**src/rtl/timer_bank.sv**
```systemverilog
module timer_bank #(
  parameter int          DW      = 32,
  parameter int          AW      = 12,
  parameter int          IE_BIT  = 29,
  parameter logic [31:0] CTL_RST = 32'h0000_0005,
  parameter logic [31:0] WDT_RST = 32'h0000_0400
) (
  input  logic            clk,
  input  logic            rst_n,
  input  logic            bus_sel,
  input  logic            bus_wr,
  input  logic [AW-1:0]   bus_addr,
  input  logic [DW-1:0]   bus_wdata,
  output logic [DW-1:0]   bus_rdata,
  input  logic [5*DW-1:0] cnt_now,
  input  logic [4:0]      expire,
  output logic [5*DW-1:0] ctl_q,
  output logic [5*DW-1:0] init_q,
  output logic [4:0]      irq
);
  localparam int NCH = 5;
  localparam int WW  = AW - 2;

  typedef enum logic [2:0] {K_NONE, K_CTL, K_INIT, K_CNT, K_STAT, K_WDT} kind_t;

  logic [DW-1:0] ctl  [NCH];
  logic [DW-1:0] init [NCH];
  logic [NCH-1:0] stat;

  kind_t        kind;
  logic [2:0]   ch;
  logic [WW-1:0] word;
  logic         aligned, wr_en, rd_en, wr_stat;

  assign word    = bus_addr[AW-1:2];
  assign aligned = (bus_addr[1:0] == 2'b00);
  assign wr_en   = bus_sel & bus_wr & aligned;
  assign rd_en   = bus_sel & ~bus_wr & aligned;
  assign wr_stat = wr_en & (kind == K_STAT);

  always_comb begin
    kind = K_NONE;
    ch   = 3'd0;
    case (word)
      WW'(0):  begin kind = K_CTL;  ch = 3'd0; end
      WW'(1):  begin kind = K_CTL;  ch = 3'd1; end
      WW'(2):  begin kind = K_INIT; ch = 3'd0; end
      WW'(3):  begin kind = K_INIT; ch = 3'd1; end
      WW'(4):  begin kind = K_CNT;  ch = 3'd0; end
      WW'(5):  begin kind = K_CNT;  ch = 3'd1; end
      WW'(6):  kind = K_STAT;
      WW'(7):  kind = K_WDT;
      WW'(8):  begin kind = K_CTL;  ch = 3'd2; end
      WW'(9):  begin kind = K_CTL;  ch = 3'd3; end
      WW'(10): begin kind = K_INIT; ch = 3'd2; end
      WW'(11): begin kind = K_INIT; ch = 3'd3; end
      WW'(12): begin kind = K_CNT;  ch = 3'd2; end
      WW'(13): begin kind = K_CNT;  ch = 3'd3; end
      WW'(16): begin kind = K_CTL;  ch = 3'd4; end
      WW'(18): begin kind = K_INIT; ch = 3'd4; end
      WW'(20): begin kind = K_CNT;  ch = 3'd4; end
      default: kind = K_NONE;
    endcase
  end

  always_ff @(posedge clk or negedge rst_n) begin
    if (!rst_n) begin
      for (int i = 0; i < NCH; i++) begin
        ctl[i]  <= CTL_RST;
        init[i] <= '0;
      end
    end else if (wr_en) begin
      if (kind == K_CTL)  ctl[ch]  <= bus_wdata;
      if (kind == K_INIT) init[ch] <= bus_wdata;
    end
  end

  always_ff @(posedge clk or negedge rst_n) begin
    if (!rst_n) stat <= '0;
    else        stat <= (stat & ~(wr_stat ? bus_wdata[NCH-1:0] : '0)) | expire;
  end

  always_comb begin
    bus_rdata = '0;
    if (rd_en) begin
      case (kind)
        K_CTL:   bus_rdata = ctl[ch];
        K_INIT:  bus_rdata = init[ch];
        K_CNT:   bus_rdata = cnt_now[ch*DW +: DW];
        K_STAT:  bus_rdata = DW'(stat);
        K_WDT:   bus_rdata = WDT_RST;
        default: bus_rdata = '0;
      endcase
    end
  end

  for (genvar g = 0; g < NCH; g++) begin : g_ch
    assign ctl_q[g*DW +: DW]  = ctl[g];
    assign init_q[g*DW +: DW] = init[g];
    assign irq[g]             = ctl[g][IE_BIT] & stat[g];

    p_expire_sets_r3: assert property (@(posedge clk) disable iff (!rst_n)
      expire[g] |=> stat[g]);
    p_clear_one_r4: assert property (@(posedge clk) disable iff (!rst_n)
      (wr_stat && bus_wdata[g] && !expire[g]) |=> !stat[g]);
    p_expire_wins_r5: assert property (@(posedge clk) disable iff (!rst_n)
      (wr_stat && bus_wdata[g] && expire[g]) |=> irq[g] == ctl[g][IE_BIT]);
  end

  p_hold_stat_r4: assert property (@(posedge clk) disable iff (!rst_n)
    (!wr_stat && expire == '0) |=> $stable(stat));
  p_count_ro_r7: assert property (@(posedge clk) disable iff (!rst_n)
    (wr_en && kind == K_CNT) |=> ($stable(ctl_q) && $stable(init_q)));
  p_irq_reset_r10: assert property (@(posedge clk) !rst_n |-> irq == '0);
endmodule

```
**config.mk**
```make
export PLATFORM = sky130hd
export DESIGN_NAME = timer_bank
export DESIGN_NICKNAME = d
export VERILOG_FILES = /design/src/rtl/timer_bank.sv
export SDC_FILE = /design/constraint.sdc
export NUM_CORES = 1
export LEC_CHECK = 0
export ABC_AREA = 1
export ABC_CLOCK_PERIOD_IN_PS = 1600
export BUFFER_PORTS_ARGS = -buffer_cell sky130_fd_sc_hd__buf_2
export CAP_MARGIN = 20
export CORE_AREA = 2 2 223 225
export DETAILED_ROUTE_END_ITERATION = 6
export DIE_AREA = 0 0 225 227
export SLEW_MARGIN = 20
export SYNTH_ARGS = -nofsm -noshare
export SYNTH_HDL_FRONTEND = slang
export SYNTH_SLANG_ARGS = --single-unit
```
**constraint.sdc**
```tcl
create_clock -name clk -period 1.6 [get_ports clk]
set_input_delay 0 -clock clk [delete_from_list [all_inputs] [get_ports clk]]
set_output_delay 0 -clock clk [all_outputs]
set_load 0.02 [all_outputs]
```
== After elaboration in Yosys (flattened, before gate mapping) ==
Cells that the tools add are included.

* Equality and inequality tests: 21
* Shift operators: 1
* Mux-type cells: 15
* Bitwise operators: 15
* Reduce and logical (&&, ||, !) cells: 12
* Order comparisons: 2

{| class="wikitable"
|+ Operators by type and width
! operator !! count
|-
| 160-bit bitwise mux || 2
|-
| 32-bit binary-select mux with 3-bit select || 2
|-
| 32-bit two-way mux || 6
|-
| 32-bit one-hot mux with 5 select lines || 1
|-
| 160-bit by 9-bit indexed part select with 32-bit output || 1
|-
| 32-bit demux with 3-bit select || 1
|-
| 10-bit by 4-bit equality test with 1-bit output, second input constant || 6
|-
| 10-bit by 3-bit equality test with 1-bit output, second input constant || 4
|-
| 10-bit by 5-bit equality test with 1-bit output, second input constant || 3
|-
| 10-bit by 2-bit equality test with 1-bit output, second input constant || 2
|-
| 3-bit one-hot mux with 5 select lines || 1
|-
| 5-bit OR reduction || 3
|-
| 3-bit one-hot mux with 4 select lines || 1
|-
| 3-bit OR reduction || 4
|-
| 1-bit AND || 10
|-
| 10-bit by 1-bit equality test with 1-bit output, second input constant || 1
|-
| 10-bit logical NOT || 1
|-
| 3-bit by 2-bit equality test with 1-bit output, second input constant || 2
|-
| 3-bit equality test, second input constant || 2
|-
| 5-bit AND || 1
|-
| 5-bit two-way mux || 1
|-
| 5-bit NOT || 1
|-
| 5-bit bitwise OR || 1
|-
| 4-bit greater-or-equal comparator, second input constant || 1
|-
| other kinds (7) || 8
|}

* Bits in registers: 325
* Word-level logic and storage cells: 77
* Input bits: 213
* Output and inout port bits: 357

== Depth between registers and ports, before layout ==
* Depth in word-level cells: 9
* Depth in mapped cells: 15
* Mapped depth without buffers: 14

== Worst setup path after synthesis ==
OpenSTA, ideal clock, no wires.

* Path type: input port to output port
* Start: in bus_addr[9]
* End: out bus_rdata[10]
* Data required time: 1.600 ns
* Arrival time: 1.617 ns
* Cell stages on the path: 13
* Setup slack: -0.017 ns
* Path through: nor2_2 nand2_2 nor2_1 nand2_1 nand2_2 nor2_2 buf_4 buf_2 nand3b_1 nand4_1 nor2_1 nor2_1 nor2_1

* Word-level cells in the longest chain between the ends: 9
* Elaborated cells on any way between the ends: 41
* Those cells by class: eq/ne: 21; shift: 1; mux: 10; bitwise: 1; reduce/logical: 8

{| class="wikitable"
|+ Ends and longest elaborated chain
! item !! line !! text
|-
| start, declared || 12 || <nowiki>input logic [AW-1:0] bus_addr,</nowiki>
|-
| parallel branches: the longest is 7 deep, another holds 160-bit by 9-bit indexed part select with 32-bit output || -- ||
|-
| 32-bit one-hot mux with 5 select lines * || 86 || <nowiki>case (kind)</nowiki>
|-
| 32-bit two-way mux * || 85 || <nowiki>if (rd_en) begin</nowiki>
|-
| end, declared || 14 || <nowiki>output logic [DW-1:0] bus_rdata,</nowiki>
|}

Mark *: on every way between the ends. The select of a mux whose other input is x is not followed.

== Worst setup path after layout ==
* Start: in bus_addr[9]
* End: out bus_rdata[9]

Same word-level chain as after synthesis.

==> metrics.md <==
| Metric | Value |
|---|---|
| Clock buffer count from CTS | 40 |
| Area growth, synth to finish | 46.2% |
| Placed wire-length estimate | between 50,000 and 60,000 um |
| Classification of the worst setup path | in -> out |
| Data required time of the critical path | 1600 ps |
| Status | complete, but fails checks |
| Max-slew violation total from the final report | 0 |
| Min Clock Period, post-route | 2100 ps |
| Clock sinks | 325 |
| Length of the first detailed-routing pass in iterations | 6 |
| Max-cap check violation count | 0 |
| Cells taking the most area after synthesis | sky130_fd_sc_hd__dfrtp_1, sky130_fd_sc_hd__nand2_1, sky130_fd_sc_hd__o21ai_0 |
| RSZ-0062 raised after global routing | yes |
| CTS tree | done |
| Failing checks | setup timing |
| Critical path fanouts, max | 9 |
| Area of the core | slightly below 50,000 sq um |
| Post-DR wirelength/cell | ~23 um |
| Worst rel slew slack | 67.6% |
| Fraction of post-synthesis cell area in the top cell type by area | ~45% |
| Largest stage delay on the critical path | 270 ps |
| Routability cong. | roughly 0.93 |
| Maximum root-to-sink buffer count | 3 |
| Total standard cell area after synthesis | 17,600 sq um |
| Worst Tran Pin Value | 485 ps |
| Vias per Instance | 5.38 |
| Leakage power total | 13.6 nW |
| Nature of the critical path startpoint | input port |
| Number of warning messages in the yosys log | 0 |
| Die span in y | 227 um |
| Overall Global Routing Usage | 32.2% |
| Crit path cell chain | buf_6, nor2_4, nand2_4, nor2_4, buf_6, o21ai_4, nand2_4, buf_6, nor2_4, buf_12, buf_12, nand3b_1, nand4_1, nand3_1, nand2_1, inv_2, buf_6 |
| Setup skew after layout | 0 ps |
| Power density of the placed cells | 733 nW/um^2 |
| Number of primary I/O pins | between 500 and 600 |
| Area of the die | 51,100 sq um |
| Fill cell total of the finished layout | 4,695 |
| Syn Nets | ~2,600 |
| Number of antenna violations at the first check in global routing | 7 |
| GR Util met1 | 42.9% |
| Post-Synthesis Mean Instance Area | 7.33 sq um |
| Slowest cell on crit path | sky130_fd_sc_hd__nand4_1 |
| Via count of the first global-routing pass | 19,152 |
| Non-filler cells, final | 3,766 |
| Cell accounting for the most synthesized area | sky130_fd_sc_hd__dfrtp_1 |
| Std cell rows | 81 |
| Global-route wire length before repair | 122,000 um |
| GR Layer Usage met3 | 6.00% |
| Fraction of final layout cells sized beyond drive strength 1 | around 34% |
| Aggregate negative setup slack | -12,350 ps |
| Data arrival, critical path | 2100 ps |
| Largest net degree at the start of global routing | 55 |
| Fraction of the yosys area taken by sequential cells | 46.3% |
| Cells after synthesis | 2,397 |
| Number of unique standard cell types used by synthesis | 34 |
| Clock transition at the registers of the reported paths | 60 ps |
| Clock latency at the later pin of the worst-skew pair | 560 ps |
| DR DRC count | 0 |
| Chip width | 225 um |
| Global route hottest layer | met2 |
| Post-synthesis sequential element count | 325 |
| Final core utilization | 53.0% |
| Worst hold path type | in -> reg |
| Max rail drop VDD | a little under 0.0007 V |
| Clock H-tree levels | 2 |
| Met2 usage in global routing | 51.8% |
| Initial Utilization | 36.2% |
| Final Net Count | 3,323 |
| Clk root buf | sky130_fd_sc_hd__clkbuf_16 |
| Final Hold Fails | 0 |
| Worst setup slack after layout | -500 ps |
| Final period utilization | 131% |
| Number of design-rule violations left by the first detailed-router iteration | 2,164 |
| Residual overflow from global routing | 0 |
| Via count | 20,248 |
| CP dominant cell by count | sky130_fd_sc_hd__buf_6 |
| Maximum operating frequency | approximately 480 MHz |
| Total instance count after detailed placement | 3,607 |
| WL final | 86,700 um |
| Endpoint class of the critical path | output pin |
| Port Buffer Count | around 570 |
| Setup violations, final | 32 |
| Antenna-violating nets left | 0 |
cell type report:
class | count | area [sq um] | area share [%]
multi-input cells | 1605 | 7990 | 31.1
inverters | 312 | 1190 | 4.63
diodes | 4 | 10.0 | 0.0389
well taps | 622 | 778 | 3.03
clock inverters | 12 | 150 | 0.584
repair buffers | 826 | 6250 | 24.3
flip-flops and latches | 325 | 8150 | 31.7
clock buffers | 60 | 1200 | 4.66
worst paths after layout:
| path | from | endpoint | slack, ps | depth (start not counted) |
|---|---|---|---|---|
| setup / recovery | bus_addr[9] | bus_rdata[9] | -500 | 17 |
| hold / removal | bus_addr[1] | stat[4] | 40 | 6 |
| setup reg to reg | ctl_q[32] | ctl_q[32] | 750 | 3 |
| hold reg to reg | ctl_q[128] | ctl_q[128] | 490 | 2 |
| max in group asynchronous | rst_n | ctl_q[66] | 1080 | 3 |
| min in group asynchronous | rst_n | init_q[146] | 110 | 3 |
cells by family after synthesis:
group | synth area share, %
and+or+nand+nor | 28.7
AOI/OAI and AO/OA | 14.4
buffers and inverters | 10.6
DFF | 46.3
through the flow:
stage / instance area (sq um) / setup WS (ps) / hold slack [ps] / power, mW
floorplan: 17600 / 14.9 / -296 / 8.71
global placement: 22500 / -802 / -92.8 / 9.46
detailed placement: 22500 / -814 / -86.4 / 9.46
CTS: 25100 / -464 / 29.7 / 18.9
global route: 25700 / -560 / 109 / 19.4
finish: 25700 / -500 / 41.9 / 18.9
sequential cells by signal, indices dropped and copies added (netlist names):
name,cells
ctl_q,160
init_q,160
stat,5
report_power, final:
group | switching [mW] | internal [mW] | leakage (nW)
logic | 0.733 | 0.496 | 8.47
registers | 0.0184 | 8.24 | 4.48
clock network | 3.70 | 5.66 | 0.668
total | 4.45 | 14.4 | 13.6
cells in the mapped netlist (all sizes together):
| master | number |
|---|---|
| a21boi | 12 |
| o211ai | 6 |
| nor4 | 1 |
| o211a | 3 |
| nand4 | 55 |
| or2 | 75 |
| clkbuf | 86 |
| o22ai | 5 |
| nand3b | 63 |
| a22o | 1 |
| dfstp | 10 |
| o21ai | 408 |
| nand2 | 672 |
| nand3 | 159 |
| a211oi | 1 |
| o21bai | 1 |
| nor2 | 89 |
| dfrtp | 315 |
| inv | 312 |
| buf | 69 |
| a21oi | 51 |
| nor3 | 3 |
critical path, delay by kind of cell:
family | cells | cell delay [ps]
AO/OA/AOI/OAI | 1 | 60
buffers and inverters | 7 | 840
AND/OR/NAND/NOR | 9 | 1200
cells in the final DEF, fill, tap and decap left out, drive strengths merged, types with 5 or more instances in the layout:
| cell type | count |
|---|---|
| dfrtp | 315 |
| clkbuf | 71 |
| nand3 | 159 |
| a21boi | 12 |
| nor2 | 89 |
| dlygate4sd3 | 38 |
| nand3b | 63 |
| o211ai | 6 |
| buf | 774 |
| o21ai | 408 |
| nand4 | 55 |
| dfstp | 10 |
| nand2 | 672 |
| or2 | 75 |
| o22ai | 5 |
| a21oi | 51 |
| inv | 312 |
| clkinv | 9 |
metal layers:
layer / routed length (um) / vias up
met5: 34 / -
met1: 35100 / 9766
met3: 7920 / 197
met2: 40500 / 1151
met4: 3250 / 6
li1: - / 9128
what timing repair did:
action	in CTS	in global routing
cloned	6	11
hold buffers	39	0
resized for setup	118	105
setup buffers	21	8
endpoints found under the hold margin	643	0
setup endpoints to repair	32	123
pin swaps	46	43
(Power assumes the default switching activity.)
